--- config.mk ---
export PLATFORM = sky130hd
export DESIGN_NAME = uart_rx_mute
export DESIGN_NICKNAME = d
export VERILOG_FILES = /design/src/rtl/uart_rx_pkg.sv /design/src/rtl/uart_rx_frame.sv /design/src/rtl/uart_rx_wake.sv /design/src/rtl/uart_rx_mute.sv
export SDC_FILE = /design/constraint.sdc
export NUM_CORES = 1
export LEC_CHECK = 0
export ABC_AREA = 1
export CAP_MARGIN = 10
export CORE_MARGIN = 2
export CORE_UTILIZATION = 55
export CTS_CLUSTER_SIZE = 28
export DETAILED_ROUTE_END_ITERATION = 10
export PLACE_DENSITY = 0.79
export SETUP_SLACK_MARGIN = 0.02
export SLEW_MARGIN = 20
export SYNTH_ARGS = -nofsm -noshare
export SYNTH_HDL_FRONTEND = slang
export SYNTH_SLANG_ARGS = --single-unit
--- constraint.sdc ---
create_clock -name clk_i -period 3.2 [get_ports clk_i]
set_clock_uncertainty 0.1 [all_clocks]
set_input_delay 0.48 -clock clk_i [delete_from_list [all_inputs] [get_ports clk_i]]
set_output_delay 0.48 -clock clk_i [all_outputs]
set_load 0.03 [all_outputs]
--- src/rtl/uart_rx_pkg.sv ---
package uart_rx_pkg;
  localparam int DW = 9;

  typedef enum logic [1:0] {ST_IDLE, ST_START, ST_DATA, ST_STOP} rx_st_e;

  function automatic logic [3:0] data_bits(input logic [1:0] wl);
    case (wl)
      2'b01:   return 4'd9;
      2'b10:   return 4'd7;
      default: return 4'd8;
    endcase
  endfunction
endpackage

--- src/rtl/uart_rx_frame.sv ---
module uart_rx_frame
  import uart_rx_pkg::*;
#(
  parameter int OVS = 16
) (
  input  logic          clk_i,
  input  logic          rst_ni,
  input  logic          clr_i,
  input  logic          run_i,
  input  logic          tick_i,
  input  logic          rx_i,
  input  logic [1:0]    word_len_i,
  output logic          done_o,
  output logic [DW-1:0] field_o,
  output logic          msb_o,
  output logic          xor_o,
  output logic          idle_evt_o
);
  localparam int CW   = (OVS > 2) ? $clog2(OVS) : 1;
  localparam int HALF = OVS / 2;
  localparam int IW   = $clog2((DW + 2) * OVS + 1);

  logic [1:0]    sync_q;
  logic          line;
  rx_st_e        st_q;
  logic [CW-1:0] cnt_q;
  logic [3:0]    idx_q, nb_q;
  logic [DW-1:0] sh_q;
  logic [IW-1:0] idle_cnt_q, idle_lim;
  logic          armed_q, done_q, idle_q;

  assign line     = sync_q[1];
  assign idle_lim = IW'((int'(data_bits(word_len_i)) + 2) * OVS);

  always_ff @(posedge clk_i or negedge rst_ni) begin
    if (!rst_ni) sync_q <= 2'b11;
    else         sync_q <= {sync_q[0], rx_i};
  end

  always_ff @(posedge clk_i or negedge rst_ni) begin
    if (!rst_ni) begin
      st_q       <= ST_IDLE;
      cnt_q      <= '0;
      idx_q      <= '0;
      nb_q       <= 4'd8;
      sh_q       <= '0;
      idle_cnt_q <= '0;
      armed_q    <= 1'b1;
      done_q     <= 1'b0;
      idle_q     <= 1'b0;
    end else begin
      done_q <= 1'b0;
      idle_q <= 1'b0;
      if (clr_i || !run_i) begin
        st_q       <= ST_IDLE;
        cnt_q      <= '0;
        idx_q      <= '0;
        idle_cnt_q <= '0;
        if (clr_i) armed_q <= 1'b1;
      end else if (tick_i) begin
        case (st_q)
          ST_IDLE: begin
            if (!line) begin
              st_q       <= ST_START;
              cnt_q      <= '0;
              idle_cnt_q <= '0;
              nb_q       <= data_bits(word_len_i);
            end else if (armed_q) begin
              if (idle_cnt_q >= idle_lim - 1'b1) begin
                idle_q     <= 1'b1;
                armed_q    <= 1'b0;
                idle_cnt_q <= '0;
              end else begin
                idle_cnt_q <= idle_cnt_q + 1'b1;
              end
            end
          end
          ST_START: begin
            if (cnt_q == CW'(HALF - 1)) begin
              cnt_q <= '0;
              if (line) begin
                st_q <= ST_IDLE;  // noise: start not held to mid-bit
              end else begin
                st_q    <= ST_DATA;
                idx_q   <= '0;
                armed_q <= 1'b1;
              end
            end else begin
              cnt_q <= cnt_q + 1'b1;
            end
          end
          ST_DATA: begin
            if (cnt_q == CW'(OVS - 1)) begin
              cnt_q <= '0;
              sh_q  <= {line, sh_q[DW-1:1]};
              if (idx_q == nb_q - 1'b1) st_q <= ST_STOP;
              else                      idx_q <= idx_q + 1'b1;
            end else begin
              cnt_q <= cnt_q + 1'b1;
            end
          end
          default: begin
            if (cnt_q == CW'(OVS - 1)) begin
              cnt_q  <= '0;
              st_q   <= ST_IDLE;
              done_q <= 1'b1;
            end else begin
              cnt_q <= cnt_q + 1'b1;
            end
          end
        endcase
      end
    end
  end

  always_comb begin
    field_o = sh_q >> (4'(DW) - nb_q);
    msb_o   = field_o[nb_q - 1'b1];
    xor_o   = ^field_o;
  end

  assign done_o     = done_q;
  assign idle_evt_o = idle_q;
endmodule

--- src/rtl/uart_rx_wake.sv ---
module uart_rx_wake (
  input  logic clk_i,
  input  logic rst_ni,
  input  logic clr_i,
  input  logic mute_en_i,
  input  logic wake_addr_i,
  input  logic mute_req_i,
  input  logic done_i,
  input  logic is_addr_i,
  input  logic addr_match_i,
  input  logic idle_evt_i,
  output logic muted_o,
  output logic accept_o
);
  logic muted_q;

  always_comb begin
    if (!done_i)                                       accept_o = 1'b0;
    else if (mute_en_i && wake_addr_i && is_addr_i)    accept_o = addr_match_i;
    else                                               accept_o = !muted_q;
  end

  always_ff @(posedge clk_i or negedge rst_ni) begin
    if (!rst_ni)                             muted_q <= 1'b0;
    else if (clr_i || !mute_en_i)            muted_q <= 1'b0;
    else if (mute_req_i)                     muted_q <= 1'b1;
    else if (!wake_addr_i && idle_evt_i)     muted_q <= 1'b0;
    else if (wake_addr_i && done_i && is_addr_i) muted_q <= !addr_match_i;
  end

  assign muted_o = muted_q;
endmodule

--- src/rtl/uart_rx_mute.sv ---
module uart_rx_mute
  import uart_rx_pkg::*;
#(
  parameter int OVS = 16,
  parameter int AW  = 4
) (
  input  logic          clk_i,
  input  logic          rst_ni,
  input  logic          baud_tick_i,
  input  logic          rx_i,
  input  logic          en_i,
  input  logic          rx_en_i,
  input  logic [1:0]    word_len_i,
  input  logic          par_en_i,
  input  logic          par_odd_i,
  input  logic          mute_en_i,
  input  logic          wake_addr_i,
  input  logic [AW-1:0] node_addr_i,
  input  logic          mute_req_i,
  input  logic          rd_i,
  input  logic          rx_ie_i,
  input  logic          pe_ie_i,
  input  logic          idle_ie_i,
  output logic [DW-1:0] data_o,
  output logic          rdy_o,
  output logic          pe_o,
  output logic          ovr_o,
  output logic          idle_o,
  output logic          muted_o,
  output logic          irq_o
);
  logic          clr, done, msb, fxor, idle_evt, accept, muted;
  logic [DW-1:0] field;
  logic [DW-1:0] data_q;
  logic          rdy_q, pe_q, ovr_q, idle_q;

  assign clr = !en_i;

  uart_rx_frame #(.OVS(OVS)) u_frame (
    .clk_i      (clk_i),
    .rst_ni     (rst_ni),
    .clr_i      (clr),
    .run_i      (rx_en_i),
    .tick_i     (baud_tick_i),
    .rx_i       (rx_i),
    .word_len_i (word_len_i),
    .done_o     (done),
    .field_o    (field),
    .msb_o      (msb),
    .xor_o      (fxor),
    .idle_evt_o (idle_evt)
  );

  uart_rx_wake u_wake (
    .clk_i        (clk_i),
    .rst_ni       (rst_ni),
    .clr_i        (clr),
    .mute_en_i    (mute_en_i),
    .wake_addr_i  (wake_addr_i),
    .mute_req_i   (mute_req_i),
    .done_i       (done),
    .is_addr_i    (msb),
    .addr_match_i (field[AW-1:0] == node_addr_i),
    .idle_evt_i   (idle_evt),
    .muted_o      (muted),
    .accept_o     (accept)
  );

  always_ff @(posedge clk_i or negedge rst_ni) begin
    if (!rst_ni) begin
      data_q <= '0;
      rdy_q  <= 1'b0;
      pe_q   <= 1'b0;
      ovr_q  <= 1'b0;
      idle_q <= 1'b0;
    end else if (clr) begin
      data_q <= '0;
      rdy_q  <= 1'b0;
      pe_q   <= 1'b0;
      ovr_q  <= 1'b0;
      idle_q <= 1'b0;
    end else begin
      if (rd_i) begin
        rdy_q  <= 1'b0;
        pe_q   <= 1'b0;
        ovr_q  <= 1'b0;
        idle_q <= 1'b0;
      end
      if (accept) begin
        if (rdy_q && !rd_i) begin
          ovr_q <= 1'b1;  // old character kept
        end else begin
          data_q <= field;
          rdy_q  <= 1'b1;
          pe_q   <= par_en_i && (fxor != par_odd_i);
        end
      end
      if (idle_evt && !muted) idle_q <= 1'b1;
    end
  end

  assign data_o  = data_q;
  assign rdy_o   = rdy_q;
  assign pe_o    = pe_q;
  assign ovr_o   = ovr_q;
  assign idle_o  = idle_q;
  assign muted_o = muted;
  assign irq_o   = (rx_ie_i && (rdy_q || ovr_q)) || (pe_ie_i && pe_q) || (idle_ie_i && idle_q);
endmodule

# Word-level counts from Yosys, hierarchy flattened
# Index checks and enable logic that the tools add are counted.
# classes
bitwise	2
n_reduce_logical	40
magnitude_cmp	2
mux	73
n_shift	1
eq_ne	21
add_sub_neg	7
# op_table
op	count
$mux W8	6
$mux W1	40
$mux W4	10
$mux W9	3
$pmux W4 S2	3
$reduce_and A6 Y1	3
$mux W2	8
$ne A3 B1 Y1 const B	5
$logic_and A1 B1 Y1	11
$ne A3 B3 Y1 const B	3
$reduce_xor A9 Y1	1
$shr A9 B4 Y9	1
$add A4 B1 Y4 const B	2
$add A8 B1 Y8 const B	1
$eq A4 B4 Y1	2
$ge A8 B8 Y1	1
$reduce_and A4 Y1	2
$reduce_bool A4 Y1	2
$sub A8 B1 Y8 const B	1
$logic_not A1 Y1	7
$pmux W2 S3	1
$reduce_bool A3 Y1	2
$logic_or A1 B1 Y1	5
$lt A4 B5 Y1 const B	1
19 further kinds	25
# word_totals
wordCells	162
ff_bits	50
out_inout_bits	15

# Depth between registers and ports, before layout
# Gate-level depths: netlist of the first run.
# logic_depth
word_depth	11
ltp_mapped	19

# Cells and area by module
# A second synthesis of the first run with hierarchy kept.
# hier_totals
cells_unflattened	447
area_unflattened_um2	3166.8
# by_module_without_submodules
module	area_per_inst_um2	cells_per_inst	n_inst
uart_rx_frame	2438.6	353	1
uart_rx_mute	634.4	78	1
uart_rx_wake	93.8	16	1

# Least setup slack after synthesis of the first run
# No wires, ideal clock.
# synth_timing
path_type	register to register
startpoint	register u_frame.nb_q[0]
endpoint	register data_q[0], in the netlist data_o[0]
setup_time_ns	0.118
path_stages_with_launch	15
t_required_ns	2.982
path_slack_ns	0.796
arrival_ns	2.187
path_cell_list	dfrtp_1 > buf_4 > inv_2 > buf_4 > ha_1 > inv_1 > or4_1 > nand2_1 > nand2_1 > nand2_2 > nand3_2 > nand2_4 > nand2_4 > nand2_1 > nand2_1
# synth_between
elab_chain_len	9
# synth_rtl
element	line	source
start, declared	uart_rx_frame.sv:27	logic [3:0] idx_q, nb_q;
start signal, assigned	uart_rx_frame.sv:67	nb_q <= data_bits(word_len_i);
$sub A4 B4 Y4	uart_rx_frame.sv:117	field_o = sh_q >> (4'(DW) - nb_q);
$shr A9 B4 Y9	uart_rx_frame.sv:117	
$bmux W1 S4	uart_rx_frame.sv:118	msb_o = field_o[nb_q - 1'b1];
$mux W1 (not written as such)	uart_rx_frame.sv:118	
$logic_and A1 B1 Y1	uart_rx_wake.sv:19	else if (mute_en_i && wake_addr_i && is_addr_i) accept_o = addr_match_i;
$mux W1	uart_rx_wake.sv:19	
$mux W1	uart_rx_wake.sv:18	if (!done_i) accept_o = 1'b0;
$ne A2 B1 Y1 (no line)	-	
$reduce_and A2 Y1 (no line)	-	
end signal, assigned	uart_rx_mute.sv:93	data_q <= field;
end, declared	uart_rx_mute.sv:34	logic [DW-1:0] data_q;
# Parallel ways exist; a longest one is shown, timed or not. The select of a mux whose other input is x is not followed.
# A chain may end at the register's enable or synchronous reset.

# Worst setup path after layout of the first run
# layout_timing
startpoint	register u_frame.nb_q[2]
endpoint	register data_q[8], in the netlist data_o[8]
# The elaborated chain is that of the path after synthesis.

==> metrics.yaml, run 1 <==
clock_tree:
  post_cts_buffers: 0
  post_cts_resized: 0
  cts_tree: "yes"
  clock_sinks: 49
  htreeDepth: 2
  holdBufCountCts: 0
  path_clk_slew_ps: 90
  clock_latency_ps: 310
  clk_path_buf_depth: 2
  numCtsBuffers: 5
  root_buffer: "clkbuf_8"
sta:
  clock.fmax_mhz: 387
  finalCritPeriodShare_pct: 80.8
  timing.hold.ws_ps: 73.7
  timing.final.ws_setup_ps: 616
  setup_violations: 0
  min_period_ps: 2580
  setup-tns-final_ps: 0
  slew_violations: 0
  worst_pin_slew_ps: 609
  rsz0062_at_grt: "no"
  timing.slew.headroom_pct: 59.4
  hold_viol_final: 0
run:
  max_cap_violations: 0
critical_path:
  critPathLaunchType: "register"
  path_buf_inv: 2
  end_kind: "register"
  crit_arrival_ps: 2690
  cpPeakStageDelay_ps: 530
  critPathRequiredTime_ps: 3310
  slowest_stage: "or4_1"
  worstPathCellList: "inv_2, ha_1, inv_1, or4_1, nand2_1, nand2_1, nand2_2, nand3_2, nand2_4, nand2_4, nand2_1, nand2_1"
  cp_max_fo: 10
  crit_top_cell: "nand2_1"
  rrSetupSlack_ps: 620
  worst-setup-path-type: "register to register"
  crit_family: "simple AND/OR/NAND/NOR gates"
die:
  die_w_microns: 79.0
  initial_utilization_pct: 56.6
  rows: 27
  die_h_microns: 79.0
  num_io_pins: 36
  die_area_sq_mm: 0.00625
  core_sq_mm: 0.00547
global_routing:
  grt_usage_pct: 22.1
  grt_antenna_before_repair: 0
  grt_max_degree: 50
  grt_first_pass_wirelength_mm: 11.1
  grt_pass1_vias: 2621
  grt_overflow: 0
run_status:
  status: "finished clean"
route:
  dr_total_vias: 2742
  via_per_inst: 5.16
  drtPass1Iterations: 5
  wl_per_cell_microns: 12.0
  drtIter0Drc: 147
  route.detailed.drc: 0
  wl_mm: 6.39
  drtAntennaViolNets: 0
yosys:
  ys_ff_latch: 49
  synth-edff-count: 0
  synthArstFlopShare_pct: 100
  seq_area_frac_synth_pct: 39.8
  yosysWarnings: 0
  syn-num-nets: 456
  syn_inst: 421
  synthFlopType: "dfrtp_1"
  synth_area_sq_mm: 0.00310
  synth.avg_cell_area_sq_um: 7.36
  synth_cell_types: 34
power_and_ir_drop:
  leakagePower_nw: 1.81
  pwr_density_cell_mw_per_mm2: 580
  total_power_w: 0.00209
  ir_drop_uv: 297
layout:
  drive_gt1_share_pct: 6.10
  fin_nets: 493
  area_growth_pct: 16.2
  antenna_cells: 0
  design_area_sq_mm: 0.00360
  num-fill-cells: 467
place:
  gp_congestion: 0.902
  numPortBuffers: 35
  dpl_cell_area_sq_mm: 0.00351
  place_hpwl_mm: 4.85
  dpl_worst_slack_ps: 419
worst_hold_path:
  hp-class: "input port to async pin"
## Yosys cell counts (2+ instances only)
| library cell | instances | area, sq um |
|---|---|---|
| nand2_1 | 123 | 462 |
| ha_1 | 14 | 175 |
| o21ai_0 | 37 | 185 |
| nor3_1 | 3 | 15.0 |
| nor2_1 | 29 | 109 |
| dfstp_2 | 4 | 105 |
| xor2_1 | 6 | 52.6 |
| nand4_1 | 7 | 43.8 |
| nand2_4 | 3 | 33.8 |
| inv_1 | 47 | 176 |
| inv_2 | 5 | 18.8 |
| buf_2 | 2 | 10.0 |
| a21oi_1 | 23 | 115 |
| clkbuf_1 | 3 | 11.3 |
| nand3_1 | 38 | 190 |
| dfrtp_1 | 45 | 1130 |
| buf_4 | 2 | 15.0 |
| xnor2_1 | 11 | 96.3 |
| o22ai_1 | 4 | 25.0 |
## final timing paths
check,from,end,cells after the start
setup reg to reg,u_frame.nb_q[2],data_o[8],12
max in group asynchronous,rst_ni,u_frame.idle_evt_o,1
min in group clk_i,u_frame.sync_q[0],u_frame.sync_q[1],0
setup / recovery,u_frame.nb_q[2],data_o[8],12
hold / removal,rst_ni,data_o[3],1
hold reg to reg,u_frame.sync_q[0],u_frame.sync_q[1],0
## logic make-up (layout without fill, tap and decap cells)
family	Yosys count	count (layout)	share of synthesized area [%]
fa+ha+maj	14	14	5.66
buf+inv	60	98	7.84
simple gates	212	212	30.0
flops	49	49	39.8
xor+xnor	17	17	4.81
compound gates	69	69	12.0
## final cells by class
cell class | instances | area (sq um) | area share, %
clock buffers | 8 | 90.1 | 2.50
flip-flops and latches | 49 | 1230 | 34.2
repair buffers | 38 | 370 | 10.3
inverters | 52 | 195 | 5.42
well taps | 72 | 90.1 | 2.50
multi-input cells | 312 | 1620 | 45.1
## through the flow
step	cells	utilization, %
floorplan	421	-
global placement	523	64.1
detailed placement	523	64.1
CTS	531	65.7
global route	531	65.8
finish	531	65.8
## cells in the final DEF, fill, tap and decap left out, types with 2 or more instances in the layout
cell type        instances
inv_2                    5
xnor2_1                 11
dfrtp_1                 45
o22ai_1                  4
clkdlybuf4s50_1         34
dfstp_2                  4
nand3_1                 38
nand2_1                123
nor3_1                   3
a21oi_1                 23
inv_1                   47
nor2_1                  29
nand2_4                  3
buf_4                    4
clkbuf_1                 2
o21ai_0                 37
nand4_1                  7
clkbuf_8                 6
xor2_1                   6
ha_1                    14
## per-layer routing
metal	routed length, microns	GRT usage [%]	up-vias
met1	2880	26.8	1245
met3	201	4.20	10
li1	-	-	1440
met5	0	0	-
met2	3210	39.2	47
met4	99	7.59	0
## registers in the layout (all words and copies together) (netlist names), 2 cells and up
name,cells
u_frame.sh_q,9
data_o,9
u_frame.sync_q,2
u_frame.idx_q,4
u_frame.st_q,2
u_frame.nb_q,3
u_frame.cnt_q,4
u_frame.idle_cnt_q,8
## power by group
| group | internal [W] | switching, W | leakage (nW) |
|---|---|---|---|
| registers | 0.000681 | 0.0000597 | 0.650 |
| logic | 0.000362 | 0.000604 | 1.11 |
| clock network | 0.000177 | 0.000205 | 0.0455 |
Note: power is estimated with default switching activity, not from simulation.
==> run 2: changes to the inputs <==
==> constraint.sdc (replaced) <==
create_clock -name clk_i -period 2.48 [get_ports clk_i]
set_clock_uncertainty 0.1 [all_clocks]
set_input_delay 0.372 -clock clk_i [delete_from_list [all_inputs] [get_ports clk_i]]
set_output_delay 0.372 -clock clk_i [all_outputs]
set_load 0.03 [all_outputs]
==> metrics.yaml, run 2 (synthesized netlist as in run 1, its figures left out) <==
run_status:
  status: "finished clean"
global_routing:
  grt_overflow: 0
  grt_first_pass_wirelength_mm: 11.5
  grt_max_degree: 39
  grt_usage_pct: 22.9
  grt_pass1_vias: 2710
  grt_antenna_before_repair: 0
critical_path:
  critPathRequiredTime_ps: 2580
  startpoint: "u_frame.nb_q[0]"
  slowest_stage: "or4_4"
  crit_family: "simple AND/OR/NAND/NOR gates"
  worstPathCellList: "inv_2, ha_1, inv_1, or4_4, nand2_4, nand2_1, nand2_2, nand3_2, nand2_4, nand2_4, nand2_1, nand2_1"
  worst-setup-path-type: "register to register"
  cpPeakStageDelay_ps: 560
  r2r_end: "data_o[2]"
  path_buf_inv: 2
  critPathLaunchType: "register"
  cp_max_fo: 9
  crit_arrival_ps: 2420
  r2r_start: "u_frame.nb_q[0]"
  rr_worst_depth: 12
  rrSetupSlack_ps: 160
  end_kind: "register"
clock_tree:
  htreeDepth: 2
  root_buffer: "clkbuf_8"
  clock_latency_ps: 300
  clk_path_buf_depth: 2
  cts_tree: "yes"
  path_clk_slew_ps: 90
  clock_sinks: 49
  numCtsBuffers: 5
die:
  num_io_pins: 36
  initial_utilization_pct: 56.6
  core_sq_mm: 0.00547
  die_h_microns: 79.0
  die_area_sq_mm: 0.00625
  die_w_microns: 79.0
  rows: 27
layout:
  design_area_sq_mm: 0.00384
  drive_gt1_share_pct: 11.9
  fin_nets: 513
  utilization_pct: 70.2
  area_growth_pct: 24.0
  layout_commonest_cell: "nand2_1"
  mostFrequentLayoutCells: "121 x nand2_1, 47 x inv_1, 44 x dfrtp_1"
  antenna_cells: 0
sta:
  slew_violations: 0
  setup-tns-final_ps: 0
  timing.slew.headroom_pct: 42.5
  hold_viol_final: 0
  worst_pin_slew_ps: 863
  setup_violations: 0
  timing.hold.ws_ps: 70.4
  min_period_ps: 2320
  finalCritPeriodShare_pct: 93.7
  clock.fmax_mhz: 431
route:
  wl_per_cell_microns: 12.3
  dr_total_vias: 2914
  drtPass1Iterations: 5
  drtIter0Drc: 215
  via_per_inst: 5.29
  drtAntennaViolNets: 0
  route.detailed.drc: 0
  wl_mm: 6.77
place:
  gp_congestion: 0.872
  numPortBuffers: 35
  place_hpwl_mm: 5.07
  dpl_cell_area_sq_mm: 0.00365
worst_hold_path:
  hp-class: "input port to async pin"
power_and_ir_drop:
  pwr_density_cell_mw_per_mm2: 790
  leakagePower_nw: 1.93
  ir_drop_uv: 471
run:
  max_cap_violations: 0
==> run 2: per-stage QoR <==
| stage | worst slack (ps) | std cells | power, W |
|---|---|---|---|
| 2_1_floorplan | 75.7 | 421 | 0.00193 |
| 6_report | 157 | 551 | 0.00303 |
| 3_5_place_dp | -104 | 540 | 0.00234 |
| 5_1_grt | -21.3 | 551 | 0.00327 |
| 3_3_place_gp | -19.0 | 540 | 0.00230 |
| 4_1_cts | 64.9 | 548 | 0.00295 |
==> run 2: how the worst max path moves through the flow <==
| stage | endpoint | slack (ps) | depth (start not counted) |
|---|---|---|---|
| global route | data_o[3] | -20 | 15 |
| global placement | u_frame.idle_cnt_q[6] | -20 | 13 |
| CTS | data_o[5] | 60 | 12 |
| finish | data_o[2] | 160 | 12 |
| floorplan | data_o[0] | 80 | 14 |
| detailed placement | u_frame.idle_cnt_q[6] | -100 | 13 |
==> run 2: layout make-up <==
| class | count | area, sq um |
|---|---|---|
| fillers | 456 | 1630 |
| repair buffers | 57 | 539 |
| clock inverters | 2 | 37.5 |
| flip-flops and latches | 49 | 1230 |
| multi-input cells | 313 | 1660 |
| inverters | 52 | 195 |
| clock buffers | 6 | 82.6 |
| well taps | 72 | 90.1 |
==> run 2: worst register-to-register path, stage by stage, from the launching register on <==
cell and delay, ps:
dfrtp_2 430, inv_2 60, ha_1 290, inv_1 80
or4_4 560, nand2_4 100, nand2_1 70, nand2_2 70
nand3_2 100, nand2_4 130, nand2_4 90, nand2_1 100
nand2_1 50
==> run 2: metal layers <==
layer  routed length (microns)  vias up  global-route usage [%]
li1                          -     1485                       -
met1                      2920     1341                    27.8
met2                      3450       72                    41.0
met3                       258       16                    4.20
met4                       142        0                    7.59
met5                         0        -                       0
==> run 2: report_power, final <==
| group | total (W) | switching, W | internal, W |
|---|---|---|---|
| Combinational | 0.00149 | 0.000885 | 0.000601 |
| Sequential | 0.000947 | 0.0000670 | 0.000880 |
| Clock | 0.000599 | 0.000271 | 0.000328 |
==> run 2: timing repair <==
action	4_1_cts	5_1_grt
pin swaps	0	2
endpoints found under the setup margin	3	16
hold buffers	0	0
gates resized for setup	1	15
gates cloned	0	1
buffers inserted	0	2
endpoints found under the hold margin	0	0
==> run 3: changes to the inputs <==
--- a/config.mk
+++ b/config.mk
@@ -7,11 +7,13 @@
 export LEC_CHECK = 0
 export ABC_AREA = 1
 export CAP_MARGIN = 10
+export CELL_PAD_IN_SITES_DETAIL_PLACEMENT = 1
+export CELL_PAD_IN_SITES_GLOBAL_PLACEMENT = 1
 export CORE_MARGIN = 2
-export CORE_UTILIZATION = 55
+export CORE_UTILIZATION = 41
 export CTS_CLUSTER_SIZE = 28
 export DETAILED_ROUTE_END_ITERATION = 10
-export PLACE_DENSITY = 0.79
+export PLACE_DENSITY_LB_ADDON = 0.25
 export SETUP_SLACK_MARGIN = 0.02
 export SLEW_MARGIN = 20
 export SYNTH_ARGS = -nofsm -noshare
==> metrics.yaml, run 3 (synthesized netlist as in run 1, its figures left out) <==
place:
  place_hpwl_mm: 6.71
  numPortBuffers: 35
  gp_congestion: 0.809
sta:
  setup-tns-final_ps: 0
  timing.hold.ws_ps: 267
  min_period_ps: 2360
  setup_violations: 0
  slew_violations: 0
  finalCritPeriodShare_pct: 95.2
  timing.slew.headroom_pct: 62.9
  clock.fmax_mhz: 423
  hold_viol_final: 0
  worst_pin_slew_ps: 555
critical_path:
  crit_family: "simple AND/OR/NAND/NOR gates"
  critPathRequiredTime_ps: 2580
  cp_max_fo: 3
  crit_arrival_ps: 2460
  worstPathCellList: "inv_2, ha_1, inv_1, or4_1, nand2_2, nand2_1, nand2_2, nand3_4, buf_4, o21ai_0"
  worst-setup-path-type: "register to register"
  crit_top_cell: "nand2_2"
  path_buf_inv: 3
  critPathLaunchType: "register"
  end_kind: "register"
  cpPeakStageDelay_ps: 540
  slowest_stage: "or4_1"
run_status:
  status: "finished clean"
worst_hold_path:
  hp-class: "register to register"
global_routing:
  grt_antenna_before_repair: 0
  grt_overflow: 0
  grt_usage_pct: 21.9
  grt_first_pass_wirelength_mm: 14.8
  grt_pass1_vias: 3263
  grt_max_degree: 31
route:
  wl_per_cell_microns: 14.9
  wl_mm: 8.77
  drtAntennaViolNets: 0
  drtPass1Iterations: 4
  dr_total_vias: 3057
  drtIter0Drc: 89
  via_per_inst: 5.21
  route.detailed.drc: 0
power_and_ir_drop:
  ir_drop_uv: 356
  pwr_density_cell_mw_per_mm2: 796
  leakagePower_nw: 1.99
die:
  rows: 31
  die_w_microns: 90.9
  core_sq_mm: 0.00729
  die_area_sq_mm: 0.00826
  die_h_microns: 90.9
  num_io_pins: 36
  initial_utilization_pct: 42.5
layout:
  mostFrequentLayoutCells: "120 x nand2_1, 47 x inv_1, 44 x dfrtp_1"
  layout_commonest_cell: "nand2_1"
  fin_nets: 522
  antenna_cells: 0
  drive_gt1_share_pct: 13.5
  area_growth_pct: 28.8
clock_tree:
  path_clk_slew_ps: 90
  htreeDepth: 2
  clock_latency_ps: 310
  cts_tree: "yes"
  clock_sinks: 49
  clk_path_buf_depth: 2
  numCtsBuffers: 5
  root_buffer: "clkbuf_8"
run:
  max_cap_violations: 0
==> run 3: changes by cell type in the layout (fill, tap and decap cells not counted), sizes merged <==
cell	before	now
buf	23	31
bufinv	1	2
clkbuf	6	5
clkinv	0	1
clkinvlp	1	0
dlygate4sd3	0	1
==> run 3: path summary, 6_finish.rpt <==
| path | depth (start not counted) | end | slack (ps) | start |
|---|---|---|---|---|
| max in group asynchronous | 3 | u_frame.armed_q | 1190 | rst_ni |
| hold reg to reg | 0 | u_frame.sync_q[1] | 270 | u_frame.sync_q[0] |
| setup / recovery | 10 | ovr_o | 120 | u_frame.nb_q[0] |
| min in group asynchronous | 2 | u_frame.sh_q[4] | 480 | rst_ni |
| hold / removal | 0 | u_frame.sync_q[1] | 270 | u_frame.sync_q[0] |
| setup reg to reg | 10 | ovr_o | 120 | u_frame.nb_q[0] |
==> run 3: timing repair <==
item,CTS,global route
pin swaps,0,4
hold buffers,1,0
setup buffers,0,7
cloned,0,1
hold endpoints to repair,19,0
endpoints found under the setup margin,9,10
resized for setup,3,12
==> run 3: layer usage <==
layer | part of all wire, % | vias to the layer above | global-route usage (%)
li1 | - | 1499 | -
met1 | 41 | 1499 | 24.8
met2 | 54 | 43 | 42.2
met3 | 2.1 | 16 | 2.84
met4 | 2.1 | 0 | 6.94
met5 | 0 | - | 0
==> run 3: stage by stage <==
| stage | util [%] | setup slack (ps) | total power, W | instances | cell area, sq um |
|---|---|---|---|---|---|
| after detailed placement | 51.0 | -60.0 | 0.00242 | 570 | 3720 |
| after global placement | 51.0 | 8.72 | 0.00236 | 570 | 3720 |
| after floorplan | - | 75.7 | 0.00193 | 421 | 3100 |
| after global routing | 54.7 | -1.66 | 0.00342 | 587 | 3990 |
| final | 54.7 | 118 | 0.00317 | 587 | 3990 |
| after CTS | 53.0 | 39.5 | 0.00312 | 579 | 3860 |
==> run 3: report_power, final <==
part / total [W] / leakage (nW) / internal (W) / switching, W
Combinational: 0.00154 / 1.27 / 0.000625 / 0.000910
Clock: 0.000676 / 0.0681 / 0.000401 / 0.000276
Sequential: 0.000962 / 0.649 / 0.000881 / 0.0000817
Total: 0.00317 / 1.99 / 0.00191 / 0.00127
==> run 3: cell type report <==
cell class | count | area, sq um
tap | 99 | 124
fill | 946 | 3300
inverter | 52 | 195
sequential | 49 | 1230
timing repair buffer | 66 | 622
multi-input combinational | 313 | 1680
clock inverter | 3 | 65.1
clock buffer | 5 | 68.8
